==> src/rtl/sar_pkg.sv <==
package sar_pkg;

    typedef enum logic [2:0] {
        PH_RESET,
        PH_SAMPLE,
        PH_CONV_A,
        PH_CONV_B,
        PH_IDLE
    } sar_phase_e;

endpackage

==> src/rtl/sar_phase_decode.sv <==
module sar_phase_decode
    import sar_pkg::*;
#(
    parameter int NBITS     = 14,
    parameter int FRAME_CYC = 40,
    parameter int CW        = $clog2(FRAME_CYC),
    parameter int SW        = (NBITS > 1) ? $clog2(NBITS) : 1
) (
    input  logic [CW-1:0] cnt,
    output sar_phase_e    phase,
    output logic [SW-1:0] bit_idx,
    output logic          last_step,
    output logic          frame_end
);
    localparam logic [CW-1:0] C_SMP   = CW'(1);
    localparam logic [CW-1:0] C_A0    = CW'(2);
    localparam logic [CW-1:0] C_B0    = CW'(2 + NBITS);
    localparam logic [CW-1:0] C_IDLE0 = CW'(2 + 2 * NBITS);
    localparam logic [CW-1:0] C_LAST  = CW'(FRAME_CYC - 1);
    localparam logic [SW-1:0] TOP_BIT = SW'(NBITS - 1);

    logic [CW-1:0] step;

    always_comb begin
        phase = PH_IDLE;
        step  = '0;
        if (cnt == '0) begin
            phase = PH_RESET;
        end else if (cnt == C_SMP) begin
            phase = PH_SAMPLE;
        end else if (cnt < C_B0) begin
            phase = PH_CONV_A;
            step  = cnt - C_A0;
        end else if (cnt < C_IDLE0) begin
            phase = PH_CONV_B;
            step  = cnt - C_B0;
        end
        bit_idx   = TOP_BIT - SW'(step);
        last_step = (cnt == C_B0 - CW'(1)) || (cnt == C_IDLE0 - CW'(1));
        frame_end = (cnt == C_LAST);
    end

endmodule

==> src/rtl/sar_dac_drive.sv <==
module sar_dac_drive #(
    parameter int NBITS = 14,
    parameter int SW    = (NBITS > 1) ? $clog2(NBITS) : 1
) (
    input  logic             active,
    input  logic [SW-1:0]    bit_idx,
    input  logic [NBITS-1:0] dec,
    output logic [NBITS-1:0] dac_p,
    output logic [NBITS-1:0] dac_n
);
    for (genvar i = 0; i < NBITS; i++) begin : g_cap
        logic above;
        logic cur;
        assign above    = active && (SW'(i) > bit_idx);
        assign cur      = active && (SW'(i) == bit_idx);
        assign dac_p[i] = cur | (above & dec[i]);
        assign dac_n[i] = above & ~dec[i];
    end

endmodule

==> src/rtl/sar_dual_seq.sv <==
module sar_dual_seq
    import sar_pkg::*;
#(
    parameter int NBITS     = 14,
    parameter int FRAME_CYC = 40
) (
    input  logic             clk,
    input  logic             rst_n,
    input  logic             cal_mode,
    input  logic             cmp_hi,
    output logic             smp_on,
    output logic [NBITS-1:0] dac_p,
    output logic [NBITS-1:0] dac_n,
    output logic             inj_pos,
    output logic             inj_neg,
    output logic [NBITS-1:0] word_a,
    output logic [NBITS-1:0] word_b,
    output logic             done
);
    localparam int CW = $clog2(FRAME_CYC);
    localparam int SW = (NBITS > 1) ? $clog2(NBITS) : 1;

    typedef struct packed {
        logic [CW-1:0]    cnt;
        logic             mode;
        logic [NBITS-1:0] dec;
        logic [NBITS-1:0] hold_a;
        logic [NBITS-1:0] wa;
        logic [NBITS-1:0] wb;
        logic             done;
    } seq_t;

    seq_t st_d, st_q;

    sar_phase_e    phase;
    logic [SW-1:0] bit_idx;
    logic          last_step;
    logic          frame_end;
    logic          converting;
    logic [NBITS-1:0] dec_upd;

    sar_phase_decode #(
        .NBITS(NBITS), .FRAME_CYC(FRAME_CYC), .CW(CW), .SW(SW)
    ) u_phase (
        .cnt(st_q.cnt), .phase(phase), .bit_idx(bit_idx),
        .last_step(last_step), .frame_end(frame_end)
    );

    assign converting = (phase == PH_CONV_A) || (phase == PH_CONV_B);

    sar_dac_drive #(.NBITS(NBITS), .SW(SW)) u_dac (
        .active(converting), .bit_idx(bit_idx), .dec(st_q.dec),
        .dac_p(dac_p), .dac_n(dac_n)
    );

    always_comb begin
        st_d      = st_q;
        st_d.done = 1'b0;
        st_d.cnt  = frame_end ? '0 : st_q.cnt + CW'(1);

        dec_upd          = st_q.dec;
        dec_upd[bit_idx] = cmp_hi;

        if (phase == PH_RESET) begin
            st_d.mode = cal_mode;
        end
        if (converting) begin
            st_d.dec = dec_upd;
        end
        if (phase == PH_CONV_A && last_step) begin
            st_d.hold_a = dec_upd;
        end
        if (phase == PH_CONV_B && last_step) begin
            st_d.wa   = st_q.hold_a;
            st_d.wb   = dec_upd;
            st_d.done = 1'b1;
        end
    end

    always_ff @(posedge clk or negedge rst_n) begin
        if (!rst_n) begin
            st_q <= '0;
        end else begin
            st_q <= st_d;
        end
    end

    assign smp_on  = (phase == PH_SAMPLE);
    assign inj_pos = st_q.mode && (phase == PH_CONV_A);
    assign inj_neg = st_q.mode && (phase == PH_CONV_B);
    assign word_a  = st_q.wa;
    assign word_b  = st_q.wb;
    assign done    = st_q.done;

endmodule

==> config.mk <==
export PLATFORM = sky130hd
export DESIGN_NAME = sar_dual_seq
export DESIGN_NICKNAME = d
export VERILOG_FILES = /design/src/rtl/sar_pkg.sv /design/src/rtl/sar_phase_decode.sv /design/src/rtl/sar_dac_drive.sv /design/src/rtl/sar_dual_seq.sv
export SDC_FILE = /design/constraint.sdc
export NUM_CORES = 1
export LEC_CHECK = 0
export BUFFER_PORTS_ARGS = -buffer_cell sky130_fd_sc_hd__buf_4
export CAP_MARGIN = 10
export CORE_ASPECT_RATIO = 0.8
export CORE_MARGIN = 3
export CORE_UTILIZATION = 53
export DETAILED_ROUTE_END_ITERATION = 8
export PLACE_DENSITY = 0.83
export SLEW_MARGIN = 5
export SYNTH_ARGS = -nofsm -noshare
export SYNTH_HDL_FRONTEND = slang
export SYNTH_SLANG_ARGS = --single-unit
export TNS_END_PERCENT = 5
==> constraint.sdc <==
create_clock -name clk -period 7.5 [get_ports clk]
set_input_delay 1.125 -clock clk [delete_from_list [all_inputs] [get_ports clk]]
set_output_delay 1.125 -clock clk [all_outputs]
set_load 0.02 [all_outputs]
==> reports/qor.csv, run 1 <==
stage,metric,value,unit
routing,first_pass_iters,4,
routing,wirelength,8780,µm
timing,drv_slew,0,
floorplan,fp-row-count,25,
cells_and_area,layout-drive-gt1-share,0.235,
global_route,grt_pass1_vias,2770,
synthesis,synth_area_leaders,"dfrtp_1 46%, nand2_1 8.6%, buf_4 6.8%",
power,power_density,199,nW/µm²
synthesis,syn_area,3510,µm²
placement,dp.cells,491,
clock_network,insertion_delay,0.34,ns
timing,skew,0.00635,ns
synthesis,synthCells,393,
cells_and_area,fill_cells,527,
synthesis,synth_cell_types,53,
timing,hold_violations,0,
setup_path,required,6.38,ns
routing,viasPerCell,5.60,
min_path,hold_path_class,flip-flop to flip-flop,
routing,routedWlPerCell,17.3,µm
setup_path,cpPeakStageDelay,0.55,ns
status,outcome,completed,
cells_and_area,fin_area,4040,µm²
timing,rsz0062_at_grt,false,
setup_path,crit_arrival,3.86,ns
timing,clock.fmax,200,MHz
power,power.total,0.000804,W
synthesis,yosysSeqAreaShare,0.456,
clock_network,cts_resized,0,
synthesis,synthTopCellsByCount,"80 x nand2_1, 64 x dfrtp_1, 32 x buf_4, 30 x nor2_1",
min_path,hold_end,word_a[13]$_DFFE_PN0P_,
placement,place_congestion,0.938,
clock_network,clock_path_buffers,2,
timing,relSlewSlack,0.480,
setup_path,crit_type,flip-flop to output port,
floorplan,die_area,7640,µm²
synthesis,async_flop_share,1.00,
global_route,antenna_found_initial,0,
routing,drc,0,
clock_network,h-tree-depth,3,
global_route,overflow,0,
global_route,grt_pass1_wl,14600,µm
placement,io_buffers,62,
timing,timing.final.crit_period,4.99,ns
setup_path,cp-end-kind,output port,
min_path,whs_path_depth,2,
placement,placement.cell_area,3790,µm²
clock_network,cts.sinks,64,
cells_and_area,n_antenna_cell,0,
cells_and_area,finalNonFillerCells,507,
setup_path,slowest_stage,dfrtp_1,
routing,drt_iter0_markers,223,
synthesis,synth.top_cell.area_share,0.456,
power,peakVddDrop,0.000139,V
synthesis,syn_nets,403,
synthesis,synth-edff-count,0,
setup_path,r2r_start,st_q[59]$_DFF_PN0_,
placement,dp_hpwl,6260,µm
timing,setup_viol,0,
cells_and_area,final_nets,431,
timing,period_share,0.665,
synthesis,yosysMostFrequentCell,nand2_1,
setup_path,critPathLaunchType,flip-flop,
global_route,grt_usage,0.240,
clock_network,cts_setup_buffers,0,
floorplan,io_pins,64,
cells_and_area,utilization,0.656,
synthesis,yosysWarnings,0,
routing,vias,2839,
clock_network,ctsHoldBuffers,0,
run,cap_viol_max_count,0,
routing,postRouteAntennaNets,0,
timing,worst_pin_slew,0.780,ns
timing,setup_tns,0,ns
synthesis,synthFlopType,dfrtp_1,
synthesis,ys_ff_latch,64,
setup_path,worst-r2r-cell-count,11,
setup_path,cp_cell_sequence,"inv_1, ha_1, nor2_1, a31oi_1, or2_2, nor2_1, ha_1, o21ba_2, o211ai_1, or3_1, a21oi_1, buf_4",
floorplan,chipHeight,78.8,µm
synthesis,avgSynthCellArea,8.93,µm²
clock_network,cts-root-buf,clkbuf_8,
clock_network,cts_tree,yes,
min_path,min_from,st_q[42]$_DFFE_PN0P_,
floorplan,start_util,0.570,
synthesis,synth_largest_area_cell,dfrtp_1,
global_route,grt_max_degree,65,
floorplan,die_w,97.0,µm
setup_path,r2r-end,word_b[7]$_DFFE_PN0P_,
clock_network,clk_pin_slew_worst_paths,0.07,ns
setup_path,r2r_slack,3.69,ns
clock_network,cts_buffers,9,
cells_and_area,syn2layout_area_growth,15.2,%
floorplan,core_area,6160,µm²
setup_path,worst-path-max-fanout,14,
power,p_leak,1.99,nW
==> cell type report <==
cell class	count	area (µm²)	area share
flip-flops and latches	64	1600	0.396
multi-input cells	265	1540	0.381
repair buffers	64	480	0.119
clock buffers	10	138	0.0341
clock inverters	6	115	0.0285
well taps	81	101	0.0251
inverters	17	63.8	0.0158
==> through the flow <==
stage / setup slack [ns] / hold WS [ns]
floorplan: 3.43 / 0.435
global placement: 2.98 / 0.449
detailed placement: 2.93 / 0.455
CTS: 2.54 / 0.467
global route: 2.22 / 0.494
finish: 2.51 / 0.469
==> cells by family after synthesis <==
kind of cell	after synthesis	synth area share
buffers and inverters	64	0.104
AND/OR/NAND/NOR	163	0.220
adder cells (fa/ha/maj)	6	0.0214
multiplexers	18	0.0570
flip-flops	64	0.456
AO/OA/AOI/OAI	71	0.124
other	1	0.00107
XOR/XNOR	6	0.0150
==> placed cells by master (no fill, tap or decap), types with 10 or more instances in the layout <==
master    count
nand2_1      80
dfrtp_1      64
buf_4        64
nor2_1       30
o21ai_0      21
a21oi_1      21
inv_1        15
mux2i_1      11
clkbuf_8     10
==> state kept, by name, summed over array words and instances, names as in the netlist <==
signal	count
word_a	14
word_b	14
st_q	35
done	1
==> power breakdown <==
| group | switching, W | internal, W | leakage, nW |
|---|---|---|---|
| registers | 0.00000996 | 0.000361 | 0.753 |
| logic | 0.0000397 | 0.0000251 | 1.12 |
| clock network | 0.000137 | 0.000232 | 0.123 |
| total | 0.000187 | 0.000617 | 1.99 |
==> worst max-delay path, delay by kind of cell, from the launching register on <==
kind                       cells  cell delay (ns)
AOI/OAI and AO/OA              4             0.77
buffers and inverters          2             0.33
adders and majority gates      2             0.78
and+or+nand+nor                4             1.09
DFF                            1             0.55
==> how the worst max path moves through the flow <==
stage | slack [ns] | to | cells after the start | startpoint
6_report | 2.51 | dac_p[12] | 12 | st_q[59]$_DFF_PN0_
5_1_grt | 2.22 | dac_p[12] | 12 | st_q[59]$_DFF_PN0_
4_1_cts | 2.54 | dac_p[12] | 12 | st_q[59]$_DFF_PN0_
3_5_place_dp | 2.93 | dac_p[12] | 12 | st_q[59]$_DFF_PN0_
3_3_place_gp | 2.98 | dac_p[12] | 12 | st_q[59]$_DFF_PN0_
2_1_floorplan | 3.43 | dac_p[12] | 12 | st_q[59]$_DFF_PN0_
==> layer usage <==
metal / GRT usage / up-vias / routed length [µm]
met5: 0 / - / 0
met4: 0.0715 / 0 / 147
met3: 0.0685 / 16 / 663
met2: 0.360 / 105 / 3890
met1: 0.340 / 1356 / 4080
li1: - / 1362 / -
No activity file was read; power rests on OpenSTA's default activity.
==> run 2: changes to the inputs <==
==> constraint.sdc (replaced) <==
create_clock -name clk -period 4.89 [get_ports clk]
set_input_delay 0.7335 -clock clk [delete_from_list [all_inputs] [get_ports clk]]
set_output_delay 0.7335 -clock clk [all_outputs]
set_load 0.02 [all_outputs]
==> run 2 against run 1 <==
  * Worst setup slack worse by 2.2 ns
  * Sequential power up 53%
  * Global-route usage down 0.087 points
  * Die area unchanged
  * Cell count up 0.79%
  * Critical path depth down 2
  * Worst hold slack worse by 0.0035 ns
  * Sequential share of layout area down 0.30 points
  * First-iteration DRC count down 22%
  * Clock power up 54%
  * Critical path type unchanged
  * Critical endpoint unchanged
==> reports/qor.csv, run 2 (synthesis results as in run 1) <==
stage,metric,value,unit,change
timing,holdWs,0.465,ns,was 0.469 ns
setup_path,path_common_cell,buf_4,,
global_route,grt_pass1_wl,14400,µm,was 14600 µm
global_route,grt_max_degree,65,,unchanged
clock_network,cts_buffers,9,,unchanged
cells_and_area,final_nets,435,,was 431
floorplan,fp-row-count,25,,unchanged
power,power_density,303,nW/µm²,was 199 nW/µm²
clock_network,cts_setup_buffers,0,,unchanged
routing,highest-signal-layer,met4,,unchanged
setup_path,crit_type,flip-flop to output port,,unchanged
setup_path,r2r_slack,1.09,ns,was 3.69 ns
floorplan,chipHeight,78.8,µm,unchanged
routing,drt-met1-wl,4030,µm,was 4080 µm
clock_network,insertion_delay,0.34,ns,about the same
floorplan,io_pins,64,,unchanged
clock_network,ctsHoldBuffers,0,,unchanged
floorplan,core_area,6160,µm²,unchanged
min_path,hold_path_class,input pin to async pin,,was flip-flop to flip-flop
cells_and_area,utilization,0.661,,was 0.656
setup_path,r2r_start,st_q[61]$_DFF_PN0_,,was st_q[59]$_DFF_PN0_
cells_and_area,finalNonFillerCells,511,,was 507
cells_and_area,n_antenna_cell,0,,unchanged
power,p_leak,2.01,nW,was 1.99 nW
timing,setup_viol,0,,unchanged
timing,clock.fmax,219,MHz,
routing,wirelength,8780,µm,about the same
setup_path,cp-end-kind,output port,,unchanged
timing,hold_violations,0,,unchanged
clock_network,cts_resized,0,,unchanged
cells_and_area,layout-drive-gt1-share,0.242,,was 0.235
routing,routedWlPerCell,17.2,µm,was 17.3 µm
clock_network,h-tree-depth,3,,unchanged
setup_path,worst-r2r-cell-count,9,,was 11
cells_and_area,largest_reg_flops,35,,unchanged
setup_path,worst-path-max-fanout,14,,unchanged
global_route,overflow,0,,unchanged
clock_network,cts-root-buf,clkbuf_8,,unchanged
timing,rsz0062_at_grt,false,,unchanged
floorplan,start_util,0.570,,unchanged
power,peakVddDrop,0.000243,V,was 0.000139 V
placement,io_buffers,62,,unchanged
placement,place_congestion,0.956,,was 0.938
routing,drc,0,,unchanged
routing,met2_length,3990,µm,was 3890 µm
setup_path,r2r-end,word_b[7]$_DFFE_PN0P_,,unchanged
routing,viasPerCell,5.69,,was 5.60
setup_path,crit_arrival,3.84,ns,was 3.86 ns
global_route,grt_usage,0.239,,was 0.240
clock_network,clk_pin_slew_worst_paths,0.07,ns,about the same
placement,dp_hpwl,6320,µm,was 6260 µm
setup_path,cpPeakStageDelay,0.65,ns,was 0.55 ns
timing,drv_slew,0,,unchanged
cells_and_area,top_register,st_q,,unchanged
timing,timing.final.crit_period,4.57,ns,
setup_path,slowest_stage,or4_4,,was dfrtp_1
placement,dp.cells,495,,was 491
routing,postRouteAntennaNets,0,,unchanged
routing,vias,2907,,was 2839
routing,drt_iter0_markers,174,,was 223
routing,wl_met3,632,µm,was 663 µm
run,cap_viol_max_count,0,,unchanged
routing,first_pass_iters,5,,was 4
cells_and_area,final_common_cell,nand2_1,,unchanged
setup_path,cp_cell_sequence,"or4_4, nor2_2, nor3_2, buf_4, ha_1, o21ba_2, o211ai_1, or3_1, a21oi_1, buf_4",,"was inv_1, ha_1, nor2_1, a31oi_1, or2_2, nor2_1, ha_1, o21ba_2, o211ai_1, or3_1, a21oi_1, buf_4"
setup_path,critPathLaunchType,flip-flop,,unchanged
timing,skew,0.00806,ns,was 0.00635 ns
setup_path,required,4.16,ns,was 6.38 ns
timing,relSlewSlack,0.432,,was 0.480
timing,worst_pin_slew,0.846,ns,was 0.780 ns
timing,setup_tns,0,ns,unchanged
status,outcome,completed,,unchanged
floorplan,die_w,97.0,µm,unchanged
floorplan,die_area,7640,µm²,unchanged
clock_network,cts_tree,yes,,unchanged
cells_and_area,final_cell_mix,"80 x nand2_1, 68 x buf_4, 64 x dfrtp_1",,"was 80 x nand2_1, 64 x dfrtp_1, 64 x buf_4"
clock_network,clock_path_buffers,2,,unchanged
timing,period_share,0.935,,
cells_and_area,syn2layout_area_growth,16.0,%,was 15.2%
global_route,antenna_found_initial,0,,unchanged
global_route,grt_pass1_vias,2731,,was 2770
clock_network,cts.sinks,64,,unchanged
==> run 2: area by class of cell <==
cell class                 count  area (µm²)
timing repair buffer          68         510
inverter                      17        63.8
sequential                    64        1600
clock inverter                 6         116
tap                           81         101
clock buffer                  10         138
multi-input combinational    265        1540
fill                         497        2090
==> run 2: worst max-delay path by stage <==
stage                       start         to  depth (start not counted)
4_1_cts        st_q[61]$_DFF_PN0_  dac_p[12]                         10
3_5_place_dp   st_q[61]$_DFF_PN0_  dac_p[12]                         10
5_1_grt        st_q[59]$_DFF_PN0_  dac_p[12]                         12
2_1_floorplan  st_q[59]$_DFF_PN0_  dac_p[12]                         12
3_3_place_gp   st_q[61]$_DFF_PN0_  dac_p[12]                         10
6_report       st_q[61]$_DFF_PN0_  dac_p[12]                         10
==> run 2: power breakdown <==
group	internal [W]	switching, W
clock	0.000355	0.000212
sequential	0.000553	0.0000153
combinational	0.0000386	0.0000613
total	0.000947	0.000289
==> run 2: per-layer routing <==
layer  vias to the layer above  GRT usage
met4                         0     0.0701
met5                         -          0
met1                      1407      0.345
li1                       1367          -
met2                       119      0.364
met3                        14     0.0518
==> run 2: stage by stage <==
step / power, W / cell area, µm² / setup WS [ns]
2_1_floorplan: 0.000644 / 3510 / 1.21
3_3_place_gp: 0.000676 / 3820 / 0.755
3_5_place_dp: 0.000680 / 3820 / 0.748
4_1_cts: 0.00125 / 4070 / 0.354
5_1_grt: 0.00128 / 4070 / 0.123
6_report: 0.00124 / 4070 / 0.319
==> run 2: worst max-delay path, delay by kind of cell (launching register included) <==
kind                       cells  cell delay (ns)
and+or+nand+nor                4             1.46
DFF                            1             0.56
AOI/OAI and AO/OA              3             0.67
buffers and inverters          2             0.34
adders and majority gates      1             0.47
==> run 3: changes to the inputs <==
--- a/config.mk
+++ b/config.mk
@@ -5,13 +5,15 @@
 export SDC_FILE = /design/constraint.sdc
 export NUM_CORES = 1
 export LEC_CHECK = 0
+export ABC_AREA = 1
 export BUFFER_PORTS_ARGS = -buffer_cell sky130_fd_sc_hd__buf_4
-export CAP_MARGIN = 10
+export CAP_MARGIN = 20
 export CORE_ASPECT_RATIO = 0.8
 export CORE_MARGIN = 3
 export CORE_UTILIZATION = 53
 export DETAILED_ROUTE_END_ITERATION = 8
 export PLACE_DENSITY = 0.83
+export SKIP_LAST_GASP = 1
 export SLEW_MARGIN = 5
 export SYNTH_ARGS = -nofsm -noshare
 export SYNTH_HDL_FRONTEND = slang
==> run 3 against run 2 <==
  * Count of clock-buffer cells in the layout up 1
  * Cell count increased by 11%
  * Sequential share of layout area down 0.36 points
  * Worst hold slack worse by 0.0066 ns
  * Worst setup slack better by 0.20 ns
  * Non-clock buffer count shrank 4
  * Flip-flop and latch count is the same
  * First-iteration DRC count increased by 44%
  * Clock power decreased by 21%
  * Design area up 0.92%
  * Critical path type unchanged
  * Largest power group unchanged
  * Highest routed layer unchanged
==> reports/qor.csv, run 3 <==
stage,metric,value,unit,change
clock_network,insertion_delay,0.34,ns,about the same
setup_path,path_common_cell,inv_1,,was buf_4
global_route,grt_pass1_vias,2867,,was 2731
synthesis,synth.area.mux_share,0,,was 0.0570
timing,relSlewSlack,0.393,,was 0.432
cells_and_area,n_antenna_cell,0,,unchanged
timing,setup_viol,0,,unchanged
clock_network,h-tree-depth,3,,unchanged
routing,routedWlPerCell,14.7,µm,was 17.2 µm
timing,rsz0062_at_grt,false,,unchanged
synthesis,synth_cell_types,35,,was 53
global_route,overflow,0,,unchanged
synthesis,synth_largest_area_cell,dfrtp_1,,unchanged
setup_path,required,4.16,ns,about the same
timing,setup_ws,0.521,ns,was 0.319 ns
run,cap_viol_max_count,0,,unchanged
cells_and_area,final_cell_mix,"134 x nand2_1, 64 x dfrtp_1, 64 x buf_4",,"was 80 x nand2_1, 68 x buf_4, 64 x dfrtp_1"
routing,drc,0,,unchanged
cells_and_area,largest_reg_flops,35,,unchanged
floorplan,die_w,98.6,µm,was 97.0 µm
cells_and_area,final_nets,487,,was 435
synthesis,synth_compound_area_frac,0.0458,,was 0.124
floorplan,fp-row-count,26,,was 25
setup_path,crit_arrival,3.64,ns,was 3.84 ns
global_route,grt_usage,0.225,,was 0.239
timing,clock.fmax,229,MHz,was 219 MHz
clock_network,cts_resized,0,,unchanged
synthesis,synth_top_family_by_area,simple AND/OR/NAND/NOR gates,,unchanged
synthesis,syn_area,3630,µm²,was 3510 µm²
timing,timing.final.crit_period,4.37,ns,was 4.57 ns
routing,wirelength,8330,µm,was 8780 µm
cells_and_area,finalNonFillerCells,566,,was 511
cells_and_area,final_common_cell,nand2_1,,unchanged
synthesis,synthSimpleGateAreaFrac,0.359,,was 0.220
clock_network,cts_buffers,9,,unchanged
clock_network,cts.sinks,64,,unchanged
floorplan,die_area,7890,µm²,was 7640 µm²
setup_path,r2r_slack,1.67,ns,was 1.09 ns
floorplan,start_util,0.559,,was 0.570
setup_path,slowest_stage,ha_1,,was or4_4
placement,io_buffers,62,,unchanged
clock_network,cts-root-buf,clkbuf_8,,unchanged
setup_path,critPathLaunchType,flip-flop,,unchanged
routing,first_pass_iters,4,,was 5
timing,worst_pin_slew,0.910,ns,was 0.846 ns
synthesis,yosysMostFrequentCell,nand2_1,,unchanged
placement,place_congestion,0.923,,was 0.956
synthesis,synth_xor_area_frac,0.00482,,was 0.0150
routing,viasPerCell,5.31,,was 5.69
global_route,grt_pass1_wl,14100,µm,was 14400 µm
clock_network,clock_path_buffers,2,,unchanged
setup_path,cp_cell_sequence,"inv_1, ha_1, o211ai_4, inv_1, nor2_4, ha_1, inv_1, nor2_2, nand2_1, nor3b_2, buf_4",,"was or4_4, nor2_2, nor3_2, buf_4, ha_1, o21ba_2, o211ai_1, or3_1, a21oi_1, buf_4"
setup_path,cp-end-kind,output port,,unchanged
placement,dp.cells,550,,was 495
routing,drt_iter0_markers,250,,was 174
power,p_leak,2.18,nW,was 2.01 nW
cells_and_area,fin_area,4110,µm²,was 4070 µm²
power,power_density,272,nW/µm²,was 303 nW/µm²
cells_and_area,layout-drive-gt1-share,0.239,,was 0.242
cells_and_area,syn2layout_area_growth,13.1,%,was 16.0%
global_route,grt_max_degree,65,,unchanged
timing,drv_slew,0,,unchanged
synthesis,synth.top_cell.area_share,0.441,,was 0.456
cells_and_area,top_register,st_q,,unchanged
routing,vias,3007,,was 2907
min_path,hold_path_class,input pin to async pin,,unchanged
cells_and_area,utilization,0.632,,was 0.661
synthesis,yosysWarnings,0,,unchanged
synthesis,ys_ff_latch,64,,unchanged
floorplan,chipHeight,80.1,µm,was 78.8 µm
floorplan,core_area,6510,µm²,was 6160 µm²
synthesis,synth_area_leaders,"dfrtp_1 44%, nand2_1 14%, buf_4 6.4%",,"was dfrtp_1 46%, nand2_1 8.6%, buf_4 6.8%"
setup_path,cpPeakStageDelay,0.55,ns,was 0.65 ns
synthesis,synth-edff-count,0,,unchanged
timing,period_share,0.893,,was 0.935
clock_network,clk_pin_slew_worst_paths,0.07,ns,about the same
synthesis,synth-adder-area-share,0.0207,,was 0.0214
setup_path,crit_type,flip-flop to output port,,unchanged
placement,placement.cell_area,3910,µm²,was 3820 µm²
synthesis,synthTopCellsByCount,"134 x nand2_1, 64 x dfrtp_1, 41 x nand3_1, 38 x inv_1, 31 x buf_4",,"was 80 x nand2_1, 64 x dfrtp_1, 32 x buf_4, 30 x nor2_1"
power,peakVddDrop,0.000219,V,was 0.000243 V
floorplan,io_pins,64,,unchanged
synthesis,avgSynthCellArea,8.13,µm²,was 8.93 µm²
synthesis,async_flop_share,1.00,,unchanged
timing,hold_violations,0,,unchanged
timing,setup_tns,0,ns,unchanged
placement,dp_hpwl,6050,µm,was 6320 µm
synthesis,synthFlopType,dfrtp_1,,unchanged
status,outcome,completed,,unchanged
clock_network,ctsHoldBuffers,0,,unchanged
clock_network,cts_setup_buffers,0,,unchanged
clock_network,cts_tree,yes,,unchanged
placement,place_ws,0.935,ns,was 0.748 ns
routing,postRouteAntennaNets,0,,unchanged
synthesis,syn_nets,457,,was 403
global_route,antenna_found_initial,0,,unchanged
setup_path,worst-path-max-fanout,18,,was 14
synthesis,yosysSeqAreaShare,0.441,,was 0.456
timing,skew,0.00524,ns,was 0.00806 ns
synthesis,synthCells,447,,was 393
==> run 3: changes by cell type after synthesis, sizes merged, moves of 5 or more <==
cell	previous run	this run
nand4	6	26
o21ai	27	12
nand3	6	48
nand2	80	142
mux2i	11	0
a21oi	22	8
and2	2	11
and3	5	0
mux2	7	0
inv	15	42
clkbuf	10	5
==> run 3: path summary, 6_finish.rpt <==
kind,from,to,cells after the start
max,st_q[59]$_DFF_PN0_,dac_n[1],11
min,rst_n,word_a[13]$_DFFE_PN0P_,1
max reg2reg,st_q[59]$_DFF_PN0_,word_b[4]$_DFFE_PN0P_,11
min reg2reg,st_q[29]$_DFFE_PN0P_,word_a[0]$_DFFE_PN0P_,2
max in group asynchronous,rst_n,st_q[58]$_DFF_PN0_,1
min in group clk,st_q[29]$_DFFE_PN0P_,word_a[0]$_DFFE_PN0P_,2
==> run 3: report_power, final <==
group	switching, W	internal, W
clock network	0.000200	0.000248
logic	0.0000632	0.0000390
registers	0.0000135	0.000553
==> run 3: cell families after synthesis <==
group	after synthesis
AO/OA/AOI/OAI	24
other	1
AND/OR/NAND/NOR	263
flip-flops	64
buffers and inverters	87
XOR/XNOR	2
adder cells (fa/ha/maj)	6
==> run 3: worst max-delay path: cells and delay by family, from the launching register on <==
| kind | cells | cell delay (ns) |
|---|---|---|
| adder cells (fa/ha/maj) | 2 | 0.82 |
| buffers and inverters | 4 | 0.88 |
| flip-flops | 1 | 0.47 |
| AND/OR/NAND/NOR | 4 | 0.75 |
| AO/OA/AOI/OAI | 1 | 0.37 |
==> run 3: routing by layer <==
metal,global-route usage,vias to the layer above,part of all wire
met5,0,-,0
met4,0.0477,0,0.014
li1,-,1472,-
met2,0.345,111,0.46
met1,0.323,1411,0.44
met3,0.0608,13,0.084
==> run 3: layout make-up <==
cell class                      instances  area [µm²]
Clock inverter                          5        56.3
Multi-Input combinational cell        296        1570
Tap cell                               84         105
Sequential cell                        64        1600
Fill cell                             603        2400
Timing Repair Buffer                   64         480
Clock buffer                           11         141
Inverter                               42         158
==> run 3: per-stage QoR <==
| stage | power, W | hold slack, ns |
|---|---|---|
| 5_1_grt | 0.00117 | 0.500 |
| 2_1_floorplan | 0.000647 | 0.438 |
| 4_1_cts | 0.00113 | 0.484 |
| 3_5_place_dp | 0.000680 | 0.464 |
| 6_report | 0.00112 | 0.459 |
| 3_3_place_gp | 0.000677 | 0.456 |
